File: config.mk
export PLATFORM = sky130hd
export DESIGN_NAME = dac_word_streamer
export DESIGN_NICKNAME = d
export VERILOG_FILES = /design/src/rtl/dac_stream_pkg.sv /design/src/rtl/dac_period_timer.sv /design/src/rtl/dac_cmd_builder.sv /design/src/rtl/dac_spi_shifter.sv /design/src/rtl/dac_word_streamer.sv
export SDC_FILE = /design/constraint.sdc
export NUM_CORES = 1
export LEC_CHECK = 0
export BUFFER_PORTS_ARGS = -buffer_cell sky130_fd_sc_hd__buf_4
export CAP_MARGIN = 15
export CORE_ASPECT_RATIO = 0.75
export CORE_MARGIN = 2
export CORE_UTILIZATION = 40
export CTS_CLUSTER_DIAMETER = 80
export DETAILED_ROUTE_END_ITERATION = 12
export PLACE_DENSITY = 0.67
export SLEW_MARGIN = 15
export SYNTH_ARGS = -nofsm -noshare
export SYNTH_HDL_FRONTEND = slang
export SYNTH_SLANG_ARGS = --single-unit
File: constraint.sdc
create_clock -name clk -period 4.75 [get_ports clk]
set_input_delay 0.475 -clock clk [delete_from_list [all_inputs] [get_ports clk]]
set_output_delay 0.475 -clock clk [all_outputs]
set_load 0.01 [all_outputs]
File: src/rtl/dac_stream_pkg.sv
package dac_stream_pkg;
  localparam int WORD_W = 16;
  localparam int DATA_W = 12;

  typedef enum logic [1:0] {
    SH_IDLE  = 2'd0,
    SH_SHIFT = 2'd1,
    SH_GAP   = 2'd2
  } shift_state_e;

  // channel, unbuffered reference (0), gain x1 (1), active (1), data
  function automatic logic [WORD_W-1:0] pack_cmd(input logic chan,
                                                 input logic [15:0] smp);
    return {chan, 1'b0, 1'b1, 1'b1, smp[15:16-DATA_W]};
  endfunction
endpackage

File: src/rtl/dac_period_timer.sv
module dac_period_timer #(
  parameter int PERIOD_W = 16
) (
  input  logic                clk,
  input  logic                rst_n,
  input  logic                enable,
  input  logic [PERIOD_W-1:0] period_m1,
  output logic                tick
);
  logic [PERIOD_W-1:0] cnt_q, cnt_d;
  logic                expire;

  assign expire = enable && (cnt_q >= period_m1);
  assign tick   = expire;

  always_comb begin
    cnt_d = cnt_q;
    if (!enable)     cnt_d = '0;
    else if (expire) cnt_d = '0;
    else             cnt_d = cnt_q + 1'b1;
  end

  always_ff @(posedge clk or negedge rst_n) begin
    if (!rst_n) cnt_q <= '0;
    else        cnt_q <= cnt_d;
  end
endmodule

File: src/rtl/dac_cmd_builder.sv
module dac_cmd_builder
  import dac_stream_pkg::*;
(
  input  logic              clk,
  input  logic              rst_n,
  input  logic              accept,
  input  logic              square_mode,
  input  logic              chan_sel,
  input  logic [15:0]       sample_in,
  output logic [WORD_W-1:0] word
);
  logic        level_q, level_d;
  logic [15:0] smp;

  assign smp  = square_mode ? {16{level_q}} : sample_in;
  assign word = pack_cmd(chan_sel, smp);

  always_comb begin
    level_d = level_q;
    if (accept && square_mode) level_d = ~level_q;
  end

  always_ff @(posedge clk or negedge rst_n) begin
    if (!rst_n) level_q <= 1'b0;
    else        level_q <= level_d;
  end
endmodule

File: src/rtl/dac_spi_shifter.sv
module dac_spi_shifter
  import dac_stream_pkg::*;
#(
  parameter int HALF_DIV = 4
) (
  input  logic              clk,
  input  logic              rst_n,
  input  logic              start,
  input  logic [WORD_W-1:0] word_in,
  output logic              sck,
  output logic              mosi,
  output logic              cs_n,
  output logic              busy
);
  localparam int DIV_W   = $clog2(HALF_DIV + 1);
  localparam int GAP_CYC = 4 * HALF_DIV;
  localparam int GAP_W   = $clog2(GAP_CYC + 1);
  localparam int BIT_W   = $clog2(WORD_W);

  shift_state_e      st_q, st_d;
  logic [DIV_W-1:0]  div_q, div_d;
  logic [GAP_W-1:0]  gap_q, gap_d;
  logic [BIT_W-1:0]  bit_q, bit_d;
  logic [WORD_W-1:0] sh_q, sh_d;
  logic              sck_q, sck_d, cs_q, cs_d;
  logic              half_done;

  assign half_done = (div_q == DIV_W'(HALF_DIV - 1));
  assign sck  = sck_q;
  assign cs_n = cs_q;
  assign mosi = sh_q[WORD_W-1];
  assign busy = (st_q != SH_IDLE);

  always_comb begin
    st_d  = st_q;
    div_d = div_q;
    gap_d = gap_q;
    bit_d = bit_q;
    sh_d  = sh_q;
    sck_d = sck_q;
    cs_d  = cs_q;
    unique case (st_q)
      SH_IDLE: if (start) begin
        st_d  = SH_SHIFT;
        cs_d  = 1'b0;
        sh_d  = word_in;
        bit_d = '0;
        div_d = '0;
        sck_d = 1'b0;
      end
      SH_SHIFT: begin
        if (half_done) begin
          div_d = '0;
          if (!sck_q) begin
            sck_d = 1'b1;
          end else begin
            sck_d = 1'b0;
            if (bit_q == BIT_W'(WORD_W - 1)) begin
              cs_d  = 1'b1;
              st_d  = SH_GAP;
              gap_d = '0;
            end else begin
              sh_d  = {sh_q[WORD_W-2:0], 1'b0};
              bit_d = bit_q + 1'b1;
            end
          end
        end else begin
          div_d = div_q + 1'b1;
        end
      end
      SH_GAP: begin
        if (gap_q == GAP_W'(GAP_CYC - 1)) st_d = SH_IDLE;
        else                               gap_d = gap_q + 1'b1;
      end
      default: st_d = SH_IDLE;
    endcase
  end

  always_ff @(posedge clk or negedge rst_n) begin
    if (!rst_n) begin
      st_q  <= SH_IDLE;
      div_q <= '0;
      gap_q <= '0;
      bit_q <= '0;
      sh_q  <= '0;
      sck_q <= 1'b0;
      cs_q  <= 1'b1;
    end else begin
      st_q  <= st_d;
      div_q <= div_d;
      gap_q <= gap_d;
      bit_q <= bit_d;
      sh_q  <= sh_d;
      sck_q <= sck_d;
      cs_q  <= cs_d;
    end
  end
endmodule

File: src/rtl/dac_word_streamer.sv
module dac_word_streamer
  import dac_stream_pkg::*;
#(
  parameter int PERIOD_W = 16,
  parameter int HALF_DIV = 4
) (
  input  logic                clk,
  input  logic                rst_n,
  input  logic                enable,
  input  logic [PERIOD_W-1:0] period_m1,
  input  logic [15:0]         sample_in,
  input  logic                chan_sel,
  input  logic                square_mode,
  input  logic                ovr_clr,
  output logic                sck,
  output logic                mosi,
  output logic                cs_n,
  output logic                busy,
  output logic                overrun
);
  logic              tick, accept, drop;
  logic              ovr_q, ovr_d;
  logic [WORD_W-1:0] word;

  assign accept  = tick && !busy;
  assign drop    = tick && busy;
  assign overrun = ovr_q;

  dac_period_timer #(.PERIOD_W(PERIOD_W)) u_timer (
    .clk(clk), .rst_n(rst_n), .enable(enable),
    .period_m1(period_m1), .tick(tick)
  );

  dac_cmd_builder u_build (
    .clk(clk), .rst_n(rst_n), .accept(accept), .square_mode(square_mode),
    .chan_sel(chan_sel), .sample_in(sample_in), .word(word)
  );

  dac_spi_shifter #(.HALF_DIV(HALF_DIV)) u_shift (
    .clk(clk), .rst_n(rst_n), .start(accept), .word_in(word),
    .sck(sck), .mosi(mosi), .cs_n(cs_n), .busy(busy)
  );

  always_comb begin
    ovr_d = ovr_q;
    if (drop)         ovr_d = 1'b1;
    else if (ovr_clr) ovr_d = 1'b0;
  end

  always_ff @(posedge clk or negedge rst_n) begin
    if (!rst_n) ovr_q <= 1'b0;
    else        ovr_q <= ovr_d;
  end
endmodule

* After elaboration in Yosys (flattened, before gate mapping) *
Index checks and enable logic that the tools add are counted.

storage, ports and cells
  output and inout port bits = 5
  register bits = 50

operators by class
  eq/ne operators = 12
  add/sub/neg operators = 4
  bitwise logic cells = 1
  order comparisons = 1
  mux-type cells = 37
  reduce and logical (&&, ||, !) cells = 16

operator list
  cell                   count
  $mux 16                7
  $pmux 16 s2            1
  $mux 5                 4
  $reduce_and 5->1       4
  $add 16x1->16 const B  1
  $ge 16x16->1           1
  $mux 4                 4
  $mux 2                 5
  $pmux 5 s2             1
  $mux 1                 8
  $ne 2x1->1 const B     4
  $pmux 4 s2             1
  $reduce_bool 2->1      4
  $mux 3                 2
  $ne 2x2->1 const B     3
  $pmux 2 s3             1
  $pmux 3 s2             1
  $add 5x1->5 const B    1
  $eq 5x4->1 const B     1
  $add 4x1->4 const B    1
  $eq 4x4->1 const B     1
  $logic_and 1x1->1      4
  $pmux 1 s2             2
  $add 3x1->3 const B    1
  8 further kinds        8

* Longest topological paths before layout *
  depth in word-level cells = 5
  gate-level depth with buffers = 9
  mapped depth without buffers = 8

* Cells and area by module *
A second synthesis with hierarchy kept.

unflattened totals
  cell total of the unflattened synthesis = 314
  area total of the unflattened synthesis = 3329.4 um^2

by module, submodules not included
  module             area each (um^2)  cells an instance  sequential area each (um^2)  instances
  dac_spi_shifter    1724.2            139                802.0                        1
  dac_period_timer   1321.3            134                400.4                        1
  dac_cmd_builder    240.2             36                 25.0                         1
  dac_word_streamer  43.8              5                  25.0                         1

* Least setup slack after synthesis *
Ideal clock, no wire load.

  path kind = input to register
  start = input period_m1[2]
  end = register u_shift.sh_q[10]
  setup time = 125 ps
  data required time = 4625 ps
  stages on the path = 9
  path buffers = 1
  path slack = 2267 ps
  data arrival time = 2358 ps
  cells stage by stage = inv_1 ha_1 a211o_1 a31oi_1 o221ai_2 a211oi_4 o21ai_2 buf_6 mux2_4

on the way
  longest elaborated chain between the ends = 5

RTL lines
  what                               line                     RTL
  from (decl)                        dac_word_streamer.sv:10  input logic [PERIOD_W-1:0] period_m1,
  $ge 16x16->1                       dac_period_timer.sv:13   assign expire = enable && (cnt_q >= period_m1);
  $logic_and 1x1->1                  dac_period_timer.sv:13
  $logic_and 1x1->1                  dac_word_streamer.sv:25  assign accept = tick && !busy;
  $ne 2x2->1 (no source line)        n/a
  $reduce_and 5->1 (no source line)  n/a
  to (signal assigned)               dac_spi_shifter.sv:85    sh_q <= '0;
  to (signal assigned)               dac_spi_shifter.sv:93    sh_q <= sh_d;
  to (decl)                          dac_spi_shifter.sv:24    logic [WORD_W-1:0] sh_q, sh_d;

No other way between the ends.
A chain may end at the register's enable or synchronous reset.

* Worst setup path in the final report *
  start = register u_timer.cnt_q[5]
  end = register u_shift.sh_q[3]

on the way
  longest elaborated chain between the ends = 5

RTL lines
  what                               line                     RTL
  from (decl)                        dac_period_timer.sv:10   logic [PERIOD_W-1:0] cnt_q, cnt_d;
  from (signal assigned)             dac_period_timer.sv:25   else cnt_q <= cnt_d;
  $ge 16x16->1                       dac_period_timer.sv:13
  $logic_and 1x1->1                  dac_period_timer.sv:13
  $logic_and 1x1->1                  dac_word_streamer.sv:25
  $ne 2x2->1 (no source line)        n/a
  $reduce_and 5->1 (no source line)  n/a

No other way between the ends.

==> impl_summary.md <==
Outcome
The flow ran to the end, and the final reports show no timing, DRC or antenna violations.

Place
The number of placed instances with taps included is 435. In this run the tool buffered the top-level ports with 38 buffer cells. The worst setup slack after placement is between 1.5 and 2 ns. The HPWL after detailed placement is roughly 4000 um. The routability congestion estimate is slightly above 0.8.

Yosys
The fraction of synthesized cell area taken by the top area cell type is 42.0%. The cell area after synthesis is roughly 3000 um2. In the post-synthesis netlist, the cell with the most instances is dfrtp_1. dfrtp_1 takes more of the synthesized area than any other cell. The synthesized design contains 50 register bits.

The sequential share of the synthesized area is between 40% and 50%. The synthesized netlist net count is 368. The primary flip-flop cell chosen by synthesis mapping is dfrtp_1. Averaged over all synthesized cells, the footprint is 9.45 um2.

Of all flip-flops after synthesis, the portion carrying an async set or reset was 100%. During synthesis, Yosys emitted a total of 0 warnings. In this run, distinct cell masters in the synthesized netlist total 45.

After synthesis, the most frequently instantiated cells are dfrtp_1 (49), nand2_1 (32), nor2_1 (31). Counting flops with a built-in enable in the synthesized netlist gives 0. The number of instances in the synthesized netlist is 309.

After synthesis, the cell types taking the most area are dfrtp_1 (42%), ha_1 (9.0%), mux2_4 (4.6%).

Detailed routing
Wires add up to between 5000 and 6000 um. The detailed-route via count is between 2k and 2.5k. Dividing the detail-routed wire length by the instance count gives ~13 um. The remaining number of nets flagged by the antenna check after routing is 0. The post-detailed-route via-to-cell ratio is 5.03. For this block, the initial DRC count from the detailed router was between 100 and 150. The number of detailed-route iterations in the first pass is 4. In the routed design, unresolved DRC markers number 0.

Worst hold path
The worst min-delay path class is in2async.

CTS
The clock tree synthesis step divided the H-tree into 2 levels. The number of buffers inserted during clock tree synthesis is 5. The clock tree buffer depth is 2. Counting every sink on the clock net gives 50. At the later pin of the worst-skew pair, clock insertion delay measures ~0.30 ns.

After clock tree synthesis, the setup repair step added 0 buffers. The CTS root buffer is clkbuf_8. The count of hold buffers inserted by post-cts repair is 0. The post-cts repair resize count is 0. The clock-pin slew on the worst setup and hold paths is about 0.080 ns.

The clock tree from TritonCTS is yes.

Setup path
The slowest cell on the critical path is o21ai_2. The type of destination of the critical path is a flip-flop. The kind of critical path is reg2reg. STA classifies the critical path startpoint as a flip-flop. The maximum fanout along the worst path is 13. The required time of the worst setup path is between 4 and 5 ns. The longest individual stage delay on the worst path is roughly 0.74 ns. The data arrival time of the critical path is about 3.1 ns. The signal on the critical path passes through ha_1, nand2_1, or3_1, o221ai_2, a211oi_4, o21ai_2, mux2_2.

STA
Setup repair after global routing left no endpoint under its margin. The hold violation total from the final report is 0. The max-slew violation count is 0. Summed over all failing endpoints, the final setup total negative slack is 0 ns. The headroom to the max-slew limit is between 40% and 50%.

After layout, the minimum clock period comes to approximately 2.9 ns. The final critical path takes up between 60% and 70% of the cycle. After layout, the worst setup slack is ~1.9 ns.

At the pin with the least slew margin, the transition time is between 0.8 and 0.9 ns. The smallest hold slack is about 0.18 ns. The maximum clock rate is around 350 MHz. Between clock sinks in the finished design, the worst skew comes to about 0.0035 ns. Setup violations remaining at the end of the flow were counted as 0.

Power and ir drop
The power density relative to cell area is approximately 370 nW/um2. The combinational share of power is ~31%. The design internal power is ~0.85 mW. The register share of total power is just under 50%. The worst-case IR drop observed on VDD is approximately 0.16 mV. In this run switching power makes up about a third of total power. For this design the static power due to leakage is around 1.6 nW.

Summed over all nets, the switching power comes to ~0.4 mW. Of the total power, the clock network draws about a fifth.

Die
43 I/O pins were placed. The row count is 26. The core footprint is between 6000 and 7000 um2. The floorplan step set the die width to ~100 um. The vertical die dimension is just under 80 um. The die covers 8000 um2.

Once the floorplan was initialized, standard cells occupied roughly 42% of the core.

Global route
The initial antenna violation count is 0. The total global routing overflow is 0. The largest net degree at the start of global routing is 51.

The total global routing track utilization is 15.2%. The number of global-route vias before repair was approximately 2.1k. The wire length of the first global-routing pass is approximately 9700 um.

Cells and area
The layout net count is around 400. The area growth from synthesis to layout is 15.7%. Summing all multi-input logic gate instances after layout gives 1530 um2. After the flow finishes, the layout carries non-filler instances totaling 443. The layout has about 660 filler cells. The area taken by flip-flops and latches is 1250 um2. The share of post-route cells with drive strength above 1 is about a fifth. The number of antenna diodes in the final layout is 0.

Flow run
Max-cap violations in this run came to 0.
-- power groups by stage --
stage | Sequential (mW) | Clock, mW | Combinational (mW)
after floorplan | 0.596 | 0 | 0.292
after global placement | 0.617 | 0 | 0.377
after detailed placement | 0.620 | 0 | 0.390
after CTS | 0.613 | 0.259 | 0.391
after global routing | 0.628 | 0.280 | 0.443
final | 0.614 | 0.252 | 0.386
-- layout make-up --
type	instances	share of cell area, %
repair buffers	39	8.67
clock buffers	7	2.56
flip-flops and latches	50	37.1
clock inverters	1	0.148
multi-input cells	224	45.2
inverters	24	2.67
well taps	98	3.63
-- worst max-delay path: cells and delay by family (launching register included) --
| kind | cells | cell delay (ns) |
|---|---|---|
| AOI/OAI and AO/OA | 3 | 1.19 |
| and+or+nand+nor | 2 | 0.40 |
| muxes | 1 | 0.42 |
| adders and majority gates | 1 | 0.32 |
| DFF | 1 | 0.43 |
-- metal layers --
layer,vias to the layer above,GRT usage [%],routed length [um]
met5,-,0,0
met4,0,3.20,39
met3,4,3.78,180
met2,20,23.5,2450
met1,1070,21.7,2890
li1,1133,-,-
-- sequential cells by signal, indices dropped and copies added, names as in the netlist --
register / count
u_shift.gap_q: 5
u_shift.cs_n: 1
u_timer.cnt_q: 16
u_shift.sh_q: 16
u_shift.sck: 1
u_shift.st_q: 2
u_shift.div_q: 3
overrun: 1
u_shift.bit_q: 4
u_build.level_q: 1
-- path summary, 6_finish.rpt --
check,from,to,slack [ns],depth (start not counted)
worst min register to register,u_build.level_q,u_build.level_q,0.47,1
max in group asynchronous,rst_n,u_shift.gap_q[3],4.13,1
min in group clk,ovr_clr,overrun,0.47,3
worst min-delay path,rst_n,u_timer.cnt_q[13],0.18,1
worst max register to register,u_timer.cnt_q[5],u_shift.sh_q[3],1.87,7
worst max-delay path,u_timer.cnt_q[5],u_shift.sh_q[3],1.87,7
-- cell families after synthesis --
group	after synthesis	share of synthesized area, %
fa+ha+maj	21	9.00
xor+xnor	17	5.10
compound gates	69	14.8
flops	50	42.9
buf+inv	35	4.76
mux	17	7.59
simple gates	100	15.8
-- stage by stage --
step	util [%]	area, um2	total power, mW
floorplan	-	2920	0.888
global placement	47.4	3290	0.995
detailed placement	47.4	3290	1.01
CTS	48.7	3380	1.26
global route	48.7	3380	1.35
finish	48.7	3380	1.25
-- cells in the final DEF, fill, tap and decap left out, types with 6 or more instances in the layout --
cell      count
mux2_4        9
nor2_1       31
inv_1        24
dfrtp_1      49
ha_1         21
nand3_1      11
a21oi_1      21
nand2_1      32
o21ai_0      23
clkbuf_8      6
nand2b_1      6
buf_4        39
xor2_1       12
No activity file was read; power rests on OpenSTA's default activity.
